--- src/rtl/nand_seq_pkg.sv ---
package nand_seq_pkg;

  // Command word bit positions (decoded by the sequencer)
  localparam int CW_ADDR_BIT = 19;
  localparam int CW_C1_BIT   = 22;
  localparam int CW_WAIT_BIT = 23;
  localparam int CW_C2_BIT   = 24;

  // Register word offsets
  localparam logic [2:0] RA_CTRL = 3'd0;
  localparam logic [2:0] RA_STAT = 3'd1;
  localparam logic [2:0] RA_TIME = 3'd2;
  localparam logic [2:0] RA_ALO  = 3'd3;
  localparam logic [2:0] RA_AHI  = 3'd4;
  localparam logic [2:0] RA_AUX  = 3'd5;
  localparam logic [2:0] RA_CMDW = 3'd6;

  typedef enum logic [2:0] {
    S_IDLE   = 3'd0,
    S_CMD1   = 3'd1,
    S_ADDR   = 3'd2,
    S_CMD2   = 3'd3,
    S_SETTLE = 3'd4,
    S_WAIT   = 3'd5
  } seq_state_t;

  typedef struct packed {
    logic c1;
    logic ad;
    logic c2;
    logic wt;
  } phase_req_t;

  // Next enabled phase after the current one, or idle when none is left
  function automatic seq_state_t phase_after(seq_state_t cur, phase_req_t r);
    if (cur == S_IDLE && r.c1) return S_CMD1;
    if ((cur == S_IDLE || cur == S_CMD1) && r.ad) return S_ADDR;
    if ((cur == S_IDLE || cur == S_CMD1 || cur == S_ADDR) && r.c2) return S_CMD2;
    if (cur != S_SETTLE && cur != S_WAIT && r.wt) return S_SETTLE;
    return S_IDLE;
  endfunction

  // Address cycle count from the minus-one field, capped at five
  function automatic logic [2:0] addr_cycles(logic [2:0] field);
    return (field >= 3'd4) ? 3'd5 : field + 3'd1;
  endfunction

endpackage

--- src/rtl/nand_seq_sync.sv ---
module nand_seq_sync #(
  parameter int   STAGES    = 2,
  parameter logic RESET_VAL = 1'b1
) (
  input  logic clk,
  input  logic rst_n,
  input  logic d_async,
  output logic q_sync
);
  logic [STAGES-1:0] chain;

  always_ff @(posedge clk or negedge rst_n) begin
    if (!rst_n) chain <= {STAGES{RESET_VAL}};
    else        chain <= {chain[STAGES-2:0], d_async};
  end

  assign q_sync = chain[STAGES-1];
endmodule

--- src/rtl/nand_seq_regs.sv ---
module nand_seq_regs
  import nand_seq_pkg::*;
#(
  parameter int AW = 3,
  parameter int TW = 4
) (
  input  logic          clk,
  input  logic          rst_n,
  input  logic          reg_wr,
  input  logic [AW-1:0] reg_addr,
  input  logic [31:0]   reg_wdata,
  output logic [31:0]   reg_rdata,
  input  logic          busy,
  input  logic          seq_done,
  output logic          en,
  output logic          soft_rst,
  output logic          cmd_wr,
  output logic          stat_clr,
  output logic          done,
  output logic [TW-1:0] t_lo,
  output logic [TW-1:0] t_hi,
  output logic [39:0]   addr40,
  output logic [7:0]    aux_byte
);
  logic [31:0] addr_lo;
  logic [7:0]  addr_hi;
  logic [31:0] aux_cmd;

  logic wr_ctrl, wr_stat, wr_time, wr_alo, wr_ahi, wr_aux;
  assign wr_ctrl  = reg_wr && (reg_addr == AW'(RA_CTRL));
  assign wr_stat  = reg_wr && (reg_addr == AW'(RA_STAT));
  assign wr_time  = reg_wr && (reg_addr == AW'(RA_TIME));
  assign wr_alo   = reg_wr && (reg_addr == AW'(RA_ALO));
  assign wr_ahi   = reg_wr && (reg_addr == AW'(RA_AHI));
  assign wr_aux   = reg_wr && (reg_addr == AW'(RA_AUX));
  assign cmd_wr   = reg_wr && (reg_addr == AW'(RA_CMDW));
  assign stat_clr = wr_stat && reg_wdata[1];

  always_ff @(posedge clk or negedge rst_n) begin
    if (!rst_n) begin
      en       <= 1'b0;
      soft_rst <= 1'b0;
      done     <= 1'b0;
      t_lo     <= TW'(1);
      t_hi     <= TW'(1);
      addr_lo  <= '0;
      addr_hi  <= '0;
      aux_cmd  <= '0;
    end else begin
      if (wr_ctrl) en <= reg_wdata[0];
      // soft reset lasts exactly one cycle, then clears itself
      soft_rst <= wr_ctrl && reg_wdata[1] && !soft_rst;
      if (seq_done)      done <= 1'b1;
      else if (stat_clr) done <= 1'b0;
      if (wr_time) begin
        t_lo <= reg_wdata[TW-1:0];
        t_hi <= reg_wdata[2*TW-1:TW];
      end
      if (wr_alo) addr_lo <= reg_wdata;
      if (wr_ahi) addr_hi <= reg_wdata[7:0];
      if (wr_aux) aux_cmd <= reg_wdata;
    end
  end

  assign addr40   = {addr_hi, addr_lo};
  assign aux_byte = aux_cmd[7:0];

  always_comb begin
    case (reg_addr)
      AW'(RA_CTRL): reg_rdata = {30'd0, soft_rst, en};
      AW'(RA_STAT): reg_rdata = {30'd0, done, busy};
      AW'(RA_TIME): reg_rdata = {{(32-2*TW){1'b0}}, t_hi, t_lo};
      AW'(RA_ALO):  reg_rdata = addr_lo;
      AW'(RA_AHI):  reg_rdata = {24'd0, addr_hi};
      AW'(RA_AUX):  reg_rdata = aux_cmd;
      default:      reg_rdata = 32'd0;
    endcase
  end
endmodule

--- src/rtl/nand_seq_fsm.sv ---
module nand_seq_fsm
  import nand_seq_pkg::*;
#(
  parameter int TW         = 4,
  parameter int SETTLE_CYC = 4
) (
  input  logic          clk,
  input  logic          rst_n,
  input  logic          abort,
  input  logic          start_req,
  input  phase_req_t    req_in,
  input  logic [7:0]    c1_in,
  input  logic [2:0]    acyc_field,
  input  logic [7:0]    aux_byte,
  input  logic [39:0]   addr40,
  input  logic [TW-1:0] t_lo,
  input  logic [TW-1:0] t_hi,
  input  logic          rb_ready,
  output logic          busy,
  output logic          seq_start,
  output logic          seq_done,
  output logic          in_wait,
  output logic [7:0]    io,
  output logic          cle,
  output logic          ale,
  output logic          we_n,
  output logic          ce_n
);
  localparam int SW = $clog2(SETTLE_CYC + 1);
  localparam int CW = (TW > SW) ? TW : SW;
  localparam logic [CW-1:0] ONE = CW'(1);

  seq_state_t    state, nxt_state;
  phase_req_t    req;
  logic [7:0]    c1_byte, c2_byte;
  logic [39:0]   addr_q;
  logic [2:0]    ncyc, aidx, nxt_aidx;
  logic [TW-1:0] lo_w, hi_w;
  logic          we_low, nxt_we_low;
  logic [CW-1:0] tcnt, nxt_tcnt;
  logic          strobing, byte_last;

  assign busy      = (state != S_IDLE);
  assign seq_start = start_req && !busy && !abort;
  assign strobing  = (state == S_CMD1) || (state == S_ADDR) || (state == S_CMD2);
  assign byte_last = (state != S_ADDR) || (aidx == ncyc - 3'd1);
  assign in_wait   = (state == S_WAIT);

  always_comb begin
    nxt_state  = state;
    nxt_we_low = we_low;
    nxt_tcnt   = tcnt;
    nxt_aidx   = aidx;
    if (abort) begin
      nxt_state  = S_IDLE;
      nxt_we_low = 1'b0;
      nxt_tcnt   = '0;
      nxt_aidx   = '0;
    end else begin
      case (state)
        S_IDLE: if (seq_start) begin
          nxt_state  = phase_after(S_IDLE, req_in);
          nxt_we_low = 1'b1;
          nxt_tcnt   = '0;
          nxt_aidx   = '0;
        end
        S_SETTLE: if (tcnt == CW'(SETTLE_CYC - 1)) begin
          nxt_state = S_WAIT;
          nxt_tcnt  = '0;
        end else nxt_tcnt = tcnt + ONE;
        S_WAIT: if (rb_ready) nxt_state = S_IDLE;
        default: begin
          if (we_low) begin
            if (tcnt == CW'(lo_w) - ONE) begin
              nxt_we_low = 1'b0;
              nxt_tcnt   = '0;
            end else nxt_tcnt = tcnt + ONE;
          end else if (tcnt == CW'(hi_w) - ONE) begin
            nxt_we_low = 1'b1;
            nxt_tcnt   = '0;
            if (!byte_last) nxt_aidx = aidx + 3'd1;
            else            nxt_state = phase_after(state, req);
          end else nxt_tcnt = tcnt + ONE;
        end
      endcase
    end
  end

  assign seq_done = !abort && (busy || seq_start) && (nxt_state == S_IDLE);

  always_ff @(posedge clk or negedge rst_n) begin
    if (!rst_n) begin
      state   <= S_IDLE;
      we_low  <= 1'b0;
      tcnt    <= '0;
      aidx    <= '0;
      req     <= '0;
      c1_byte <= '0;
      c2_byte <= '0;
      addr_q  <= '0;
      ncyc    <= 3'd1;
      lo_w    <= TW'(1);
      hi_w    <= TW'(1);
    end else begin
      state  <= nxt_state;
      we_low <= nxt_we_low;
      tcnt   <= nxt_tcnt;
      aidx   <= nxt_aidx;
      if (seq_start) begin
        req     <= req_in;
        c1_byte <= c1_in;
        c2_byte <= aux_byte;
        addr_q  <= addr40;
        ncyc    <= addr_cycles(acyc_field);
        lo_w    <= (t_lo == '0) ? TW'(1) : t_lo;
        hi_w    <= (t_hi == '0) ? TW'(1) : t_hi;
      end
    end
  end

  always_comb begin
    case (state)
      S_CMD1:  io = c1_byte;
      S_ADDR:  io = addr_q[{aidx, 3'b000} +: 8];
      S_CMD2:  io = c2_byte;
      default: io = 8'h00;
    endcase
  end

  assign cle  = (state == S_CMD1) || (state == S_CMD2);
  assign ale  = (state == S_ADDR);
  assign we_n = !(strobing && we_low);
  assign ce_n = !busy;
endmodule

--- src/rtl/nand_cmd_seq.sv ---
module nand_cmd_seq
  import nand_seq_pkg::*;
#(
  parameter int AW         = 3,
  parameter int TW         = 4,
  parameter int SETTLE_CYC = 4
) (
  input  logic          clk,
  input  logic          rst_n,
  input  logic          reg_wr,
  input  logic [AW-1:0] reg_addr,
  input  logic [31:0]   reg_wdata,
  output logic [31:0]   reg_rdata,
  output logic [7:0]    nand_io,
  output logic          nand_cle,
  output logic          nand_ale,
  output logic          nand_we_n,
  output logic          nand_ce_n,
  input  logic          nand_rb_n
);
  logic          busy, done, en, soft_rst, cmd_wr, stat_clr;
  logic          seq_start, seq_done, in_wait, rb_ready;
  logic [TW-1:0] t_lo, t_hi;
  logic [39:0]   addr40;
  logic [7:0]    aux_byte;
  phase_req_t    req_in;

  assign req_in = '{c1: reg_wdata[CW_C1_BIT], ad: reg_wdata[CW_ADDR_BIT],
                    c2: reg_wdata[CW_C2_BIT], wt: reg_wdata[CW_WAIT_BIT]};

  nand_seq_regs #(.AW(AW), .TW(TW)) u_regs (
    .clk(clk), .rst_n(rst_n), .reg_wr(reg_wr), .reg_addr(reg_addr),
    .reg_wdata(reg_wdata), .reg_rdata(reg_rdata), .busy(busy),
    .seq_done(seq_done), .en(en), .soft_rst(soft_rst), .cmd_wr(cmd_wr),
    .stat_clr(stat_clr), .done(done), .t_lo(t_lo), .t_hi(t_hi),
    .addr40(addr40), .aux_byte(aux_byte)
  );

  nand_seq_sync #(.STAGES(2), .RESET_VAL(1'b1)) u_rb_sync (
    .clk(clk), .rst_n(rst_n), .d_async(nand_rb_n), .q_sync(rb_ready)
  );

  nand_seq_fsm #(.TW(TW), .SETTLE_CYC(SETTLE_CYC)) u_fsm (
    .clk(clk), .rst_n(rst_n), .abort(soft_rst), .start_req(cmd_wr && en),
    .req_in(req_in), .c1_in(reg_wdata[7:0]), .acyc_field(reg_wdata[18:16]),
    .aux_byte(aux_byte), .addr40(addr40), .t_lo(t_lo), .t_hi(t_hi),
    .rb_ready(rb_ready), .busy(busy), .seq_start(seq_start),
    .seq_done(seq_done), .in_wait(in_wait), .io(nand_io), .cle(nand_cle),
    .ale(nand_ale), .we_n(nand_we_n), .ce_n(nand_ce_n)
  );
endmodule

--- config.mk ---
export PLATFORM = sky130hd
export DESIGN_NAME = nand_cmd_seq
export DESIGN_NICKNAME = d
export VERILOG_FILES = /design/src/rtl/nand_seq_pkg.sv /design/src/rtl/nand_seq_sync.sv /design/src/rtl/nand_seq_regs.sv /design/src/rtl/nand_seq_fsm.sv /design/src/rtl/nand_cmd_seq.sv
export SDC_FILE = /design/constraint.sdc
export NUM_CORES = 1
export LEC_CHECK = 0
export ABC_AREA = 1
export BUFFER_PORTS_ARGS = -buffer_cell sky130_fd_sc_hd__buf_2
export CELL_PAD_IN_SITES_DETAIL_PLACEMENT = 1
export CELL_PAD_IN_SITES_GLOBAL_PLACEMENT = 1
export CORE_MARGIN = 2
export CORE_UTILIZATION = 47
export DETAILED_ROUTE_END_ITERATION = 10
export MAX_ROUTING_LAYER = met4
export PLACE_DENSITY_LB_ADDON = 0.1
export SYNTH_ARGS = -nofsm -noshare
export SYNTH_HDL_FRONTEND = slang
export SYNTH_HIERARCHICAL = 1
export SYNTH_SLANG_ARGS = --single-unit
--- constraint.sdc ---
create_clock -name clk -period 5.3 [get_ports clk]
set_clock_uncertainty 0.05 [all_clocks]
set_input_delay 1.06 -clock clk [delete_from_list [all_inputs] [get_ports clk]]
set_output_delay 1.06 -clock clk [all_outputs]
set_load 0.005 [all_outputs]
### Word level (Yosys, flattened, before mapping)

Index checks and enable logic that the tools add are counted.

* register bits: 167
* output and inout port bits: 44

* add/subtract/negate cells: 6
* magnitude comparators: 1
* eq/ne operators: 23
* shift operators: 1
* multiplexer cells: 102
* reduce and logical (&&, ||, !) cells: 44

Operators with widths (number)
* one-hot mux 32 bit (6 select lines): 1
* two-way mux 3 bit: 29
* two-way mux 1 bit: 59
* variable part select 40 x 7 -> 8 bit: 1
* two-way mux 4 bit: 8
* one-hot mux 8 bit (3 select lines): 1
* logical AND 1 bit: 21
* == test 3 bit, second input constant: 5
* == test 3 x 2 -> 1 bit, second input constant: 4
* != test 3 bit, second input constant: 4
* one-hot mux 4 bit (3 select lines): 1
* logical NOT 3 bit: 3
* one-hot mux 3 bit (3 select lines): 1
* == test 4 bit: 2
* logical NOT 4 bit: 2
* subtractor 4 x 1 -> 4 bit, second input constant: 2
* logical OR 1 bit: 7
* adder 3 x 1 -> 3 bit, second input constant: 2
* == test 3 x 1 -> 1 bit, second input constant: 2
* != test 3 x 2 -> 1 bit, second input constant: 2
* one-hot mux 3 bit (2 select lines): 1
* nonzero test 3 bit: 2
* AND reduction 5 bit: 1
* adder 4 x 1 -> 4 bit, second input constant: 1
* 11 further kinds: 15

### Logic depth before layout (Yosys ltp)

* depth in word-level cells: 41
* gate-level depth with buffers: 17
* gate-level depth less buffers: 17

### By module

Netlist, hierarchy kept.

By module, submodules not included
* nand_seq_fsm: times used 1, cells an instance 595, area an instance 4357.9 sq um, seq. area each 2055.7 sq um
* nand_seq_regs: times used 1, cells an instance 473, area an instance 3895.0 sq um, seq. area each 2079.5 sq um
* nand_seq_sync: times used 1, cells an instance 2, area an instance 52.6 sq um, seq. area each 52.6 sq um
* nand_cmd_seq: times used 1, cells an instance 2, area an instance 7.5 sq um, seq. area each 0.0 sq um

### Worst setup path before layout

Ideal clock, no wire load.

* path type: in2out
* from: input port reg_addr[2]
* to: output port reg_rdata[15]
* data arrival time: 1835 ps
* data required time: 4190 ps
* path slack: 2355 ps
* stages: 6
* buffers on the path: 1
* cell sequence: inv_2 -> nand2_2 -> nor2_4 -> clkbuf_1 -> nand2_1 -> o21ai_0

* word-level cells in the longest chain between the ends: 2

RTL lines
* start, declared: RTL line nand_cmd_seq.sv:11 `input logic [AW-1:0] reg_addr,`
* == test 3 bit, or another cell as far along: RTL line nand_seq_regs.sv:69 `case (reg_addr)`
* one-hot mux 32 bit (6 select lines) *: RTL line nand_seq_regs.sv:69
* end, declared: RTL line nand_cmd_seq.sv:13 `output logic [31:0] reg_rdata,`

Mark *: on every way between the ends. The rest lies on a longest branch, timed or not.

### Worst setup path after layout

* from: register u_fsm.aidx[0]
* to: output port nand_io[6]

* word-level cells in the longest chain between the ends: 2

RTL lines
* start, declared: RTL line nand_seq_fsm.sv:37 `logic [2:0] ncyc, aidx, nxt_aidx;`
* start signal, assigned: RTL line nand_seq_fsm.sv:108 `aidx <= nxt_aidx;`
* variable part select 40 x 7 -> 8 bit: RTL line nand_seq_fsm.sv:124 `S_ADDR: io = addr_q[{aidx, 3'b000} +: 8];`
* one-hot mux 8 bit (3 select lines): RTL line nand_seq_fsm.sv:122 `case (state)`
* end, declared: RTL line nand_cmd_seq.sv:14 `output logic [7:0] nand_io,`

No other way between the ends.

==> run_results.csv <==
group,metric,value,unit
global_route,grt_overflow,0,
timing,fin_crit,3.89,ns
timing,setup-tns-final,0,ns
die,coreArea,17300,sq um
setup_path,critPathKind,"reg -> out",
power_and_ir_drop,pwr-share-clk,30.4,%
yosys,avgSynthCellArea,7.76,sq um
timing,report.final.setup_viol,0,
die,dieArea,18800,sq um
setup_path,crit_family,"compound AO/OA/AOI/OAI gates",
clocking,post_cts_buffers,0,
power_and_ir_drop,net-switching-power,1600,uW
placed_design,gp_congestion,0.906,
die,fp.dieW,137,um
global_route,track_usage,27.6,%
timing,max_slew_margin,33.2,%
setup_path,required,4.19,ns
power_and_ir_drop,p_comb_share,28.6,%
finish,post_route_cells_drive_above_1_share,13.9,%
placed_design,hpwl,16.6,mm
clocking,ctsHtreeMaxLevel,4,
setup_path,path_buf_inv,2,
timing,period_share,73.4,%
finish,area_growth,12.9,%
setup_path,crit_fanout,20,
setup_path,worstPathArrival,2.78,ns
hold_path,hp-class,"reg -> reg",
yosys,synthCells,1070,
global_route,grt_pass1_vias,7427,
yosys,yosys_warnings,6,
power_and_ir_drop,peakVddDrop,0.260,mV
clocking,post_cts_resized,0,
power_and_ir_drop,power.internal,2820,uW
power_and_ir_drop,p_leak,0.00485,uW
timing,worst_slew_pin_slew,1.00,ns
setup_path,critPathLaunchType,"flip-flop",
global_route,grt_antenna_before_repair,0,
finish,diodes,0,
finish,nFillCells,2189,
power_and_ir_drop,power,4430,uW
die,boundaryPins,83,
global_route,grt_max_degree,106,
detailed_routing,wire_per_inst,17.5,um
power_and_ir_drop,pwr-share-seq,41.0,%
power_and_ir_drop,p_per_area,472,nW/um^2
yosys,syn-num-nets,1116,
setup_path,cpPeakStageDelay,0.71,ns
outcome,outcome,"finished, final reports clean",
detailed_routing,routed_wl,23.8,mm
detailed_routing,drtPass1Iterations,5,
clocking,clk_pin_slew,0.07,ns
detailed_routing,drtIter0Drc,531,
clocking,cts-root-buf,"clkbuf_16",
timing,rsz0062_at_grt,"false",
setup_path,crit_chain,"inv_1 -> o21ai_0 -> o22ai_1 -> nand2_1 -> o21ai_0 -> nand2_1 -> o221ai_1 -> buf_2",
global_route,grt_pass1_wl,38.9,mm
detailed_routing,drc,0,
timing,drv_slew,0,
setup_path,endpoint_kind,"output pin",
clocking,cts.path.max_buffers,2,
detailed_routing,via_per_inst,5.39,
timing,fmax,257,MHz
detailed_routing,vias,7317,
clocking,clock_latency,0.43,ns
die,die_h,137,um
finish,fin_nets,1166,
die,rows,48,
die,start_util,48.0,%
clocking,holdBufCountCts,0,
yosys,synth_area,8310,sq um
timing,hold_viol_final,0,
clocking,cts_tree,"yes",
power_and_ir_drop,switching_share,36.2,%
detailed_routing,ant_nets,0,
clocking,cts_buffers,17,
clocking,clock_sinks,167,
flow_run,drv_cap,0,
setup_path,crit_path_top_delay_cell,"dfrtp_1",
placed_design,numPortBuffers,82,
## layer usage
| metal | vias to the layer above | track usage, % | part of all wire [%] |
|---|---|---|---|
| met5 | - | - | 0 |
| met2 | 132 | 42.4 | 47 |
| met1 | 3660 | 39.0 | 48 |
| li1 | 3499 | - | - |
| met3 | 26 | 2.93 | 3.2 |
| met4 | 0 | 7.96 | 1.6 |
## path summary, 6_finish.rpt
path,from,endpoint,slack (ns),cells after the start
max,u_fsm/aidx[0]$_DFFE_PN0P_,nand_io[6],1.41,8
min,u_rb_sync/chain[0]$_DFF_PN1_,u_rb_sync/chain[1]$_DFF_PN1_,0.31,0
max reg2reg,u_fsm/state[0]$_DFF_PN0_,u_fsm/addr_q[3]$_DFFE_PN0N_,2.90,7
min reg2reg,u_rb_sync/chain[0]$_DFF_PN1_,u_rb_sync/chain[1]$_DFF_PN1_,0.31,0
max in group asynchronous,rst_n,u_regs/t_hi[0]$_DFFE_PN1P_,3.43,2
min in group asynchronous,rst_n,u_regs/aux_cmd[17]$_DFFE_PN0P_,0.70,1
## state kept, by name, summed over array words and instances (netlist names)
register and cells:
u_regs/done 1, u_regs/addr_hi 8, u_regs/t_lo 4, u_regs/en 1, u_fsm/addr_q 40, u_fsm/c2_byte 8
u_regs/t_hi 4, u_regs/soft_rst 1, u_fsm/state 3, u_fsm/ncyc 3, u_fsm/lo_w 4, u_regs/aux_cmd 32
u_fsm/c1_byte 8, u_regs/addr_lo 32, u_rb_sync/chain 2, u_fsm/req 4, u_fsm/hi_w 4, u_fsm/tcnt 4
u_fsm/we_low 1, u_fsm/aidx 3
## through the flow
stage	hold WS (ns)	std cells	setup slack, ns	utilization [%]	area (sq um)
global route	0.319	1358	1.20	54.2	9370
detailed placement	0.303	1326	1.62	50.5	8740
CTS	0.316	1358	1.46	54.2	9370
floorplan	0.295	1070	2.35	-	8310
global placement	0.301	1326	1.66	50.5	8740
finish	0.313	1358	1.41	54.2	9370
## placed cells by master (no fill, tap or decap), types with 2 or more instances in the layout
master,count
a21oi_1,5
buf_2,81
buf_4,9
bufinv_16,4
clkbuf_16,17
clkinv_4,2
clkinvlp_4,5
dfrtp_1,160
dfstp_2,7
ha_1,7
inv_1,106
inv_2,4
inv_6,2
nand2_1,384
nand2_2,3
nand3_1,69
nand3b_1,2
nand4_1,13
nor2_1,52
nor2_2,2
nor2_4,4
nor3_1,2
nor3_4,2
o21ai_0,129
o21ai_1,18
o21ai_2,10
o221ai_1,8
o22ai_1,8
xnor2_1,2
xor2_1,5
## worst register-to-register path: cells and delay by family (launching register included)
kind / cells / cell delay [ns]
buf+inv: 2 / 1.02
simple gates: 5 / 0.79
flops: 1 / 0.48
## area by class of cell
type	count	area, sq um	area share [%]
Sequential cell	167	4190	44.7
Tap cell	225	282	3.00
Clock buffer	18	439	4.69
Multi-Input combinational cell	731	3360	35.8
Timing Repair Buffer	91	484	5.17
Inverter	112	423	4.51
Clock inverter	14	198	2.11
## power by group through the flow
stage          registers (uW)  clock network, uW  logic [uW]
2_1_floorplan            1720                  0         914
3_3_place_gp             1830                  0        1200
3_5_place_dp             1830                  0        1260
4_1_cts                  1820               1360        1270
5_1_grt                  1860               1410        1440
6_report                 1820               1350        1270
No activity file was read; power rests on OpenSTA's default activity.
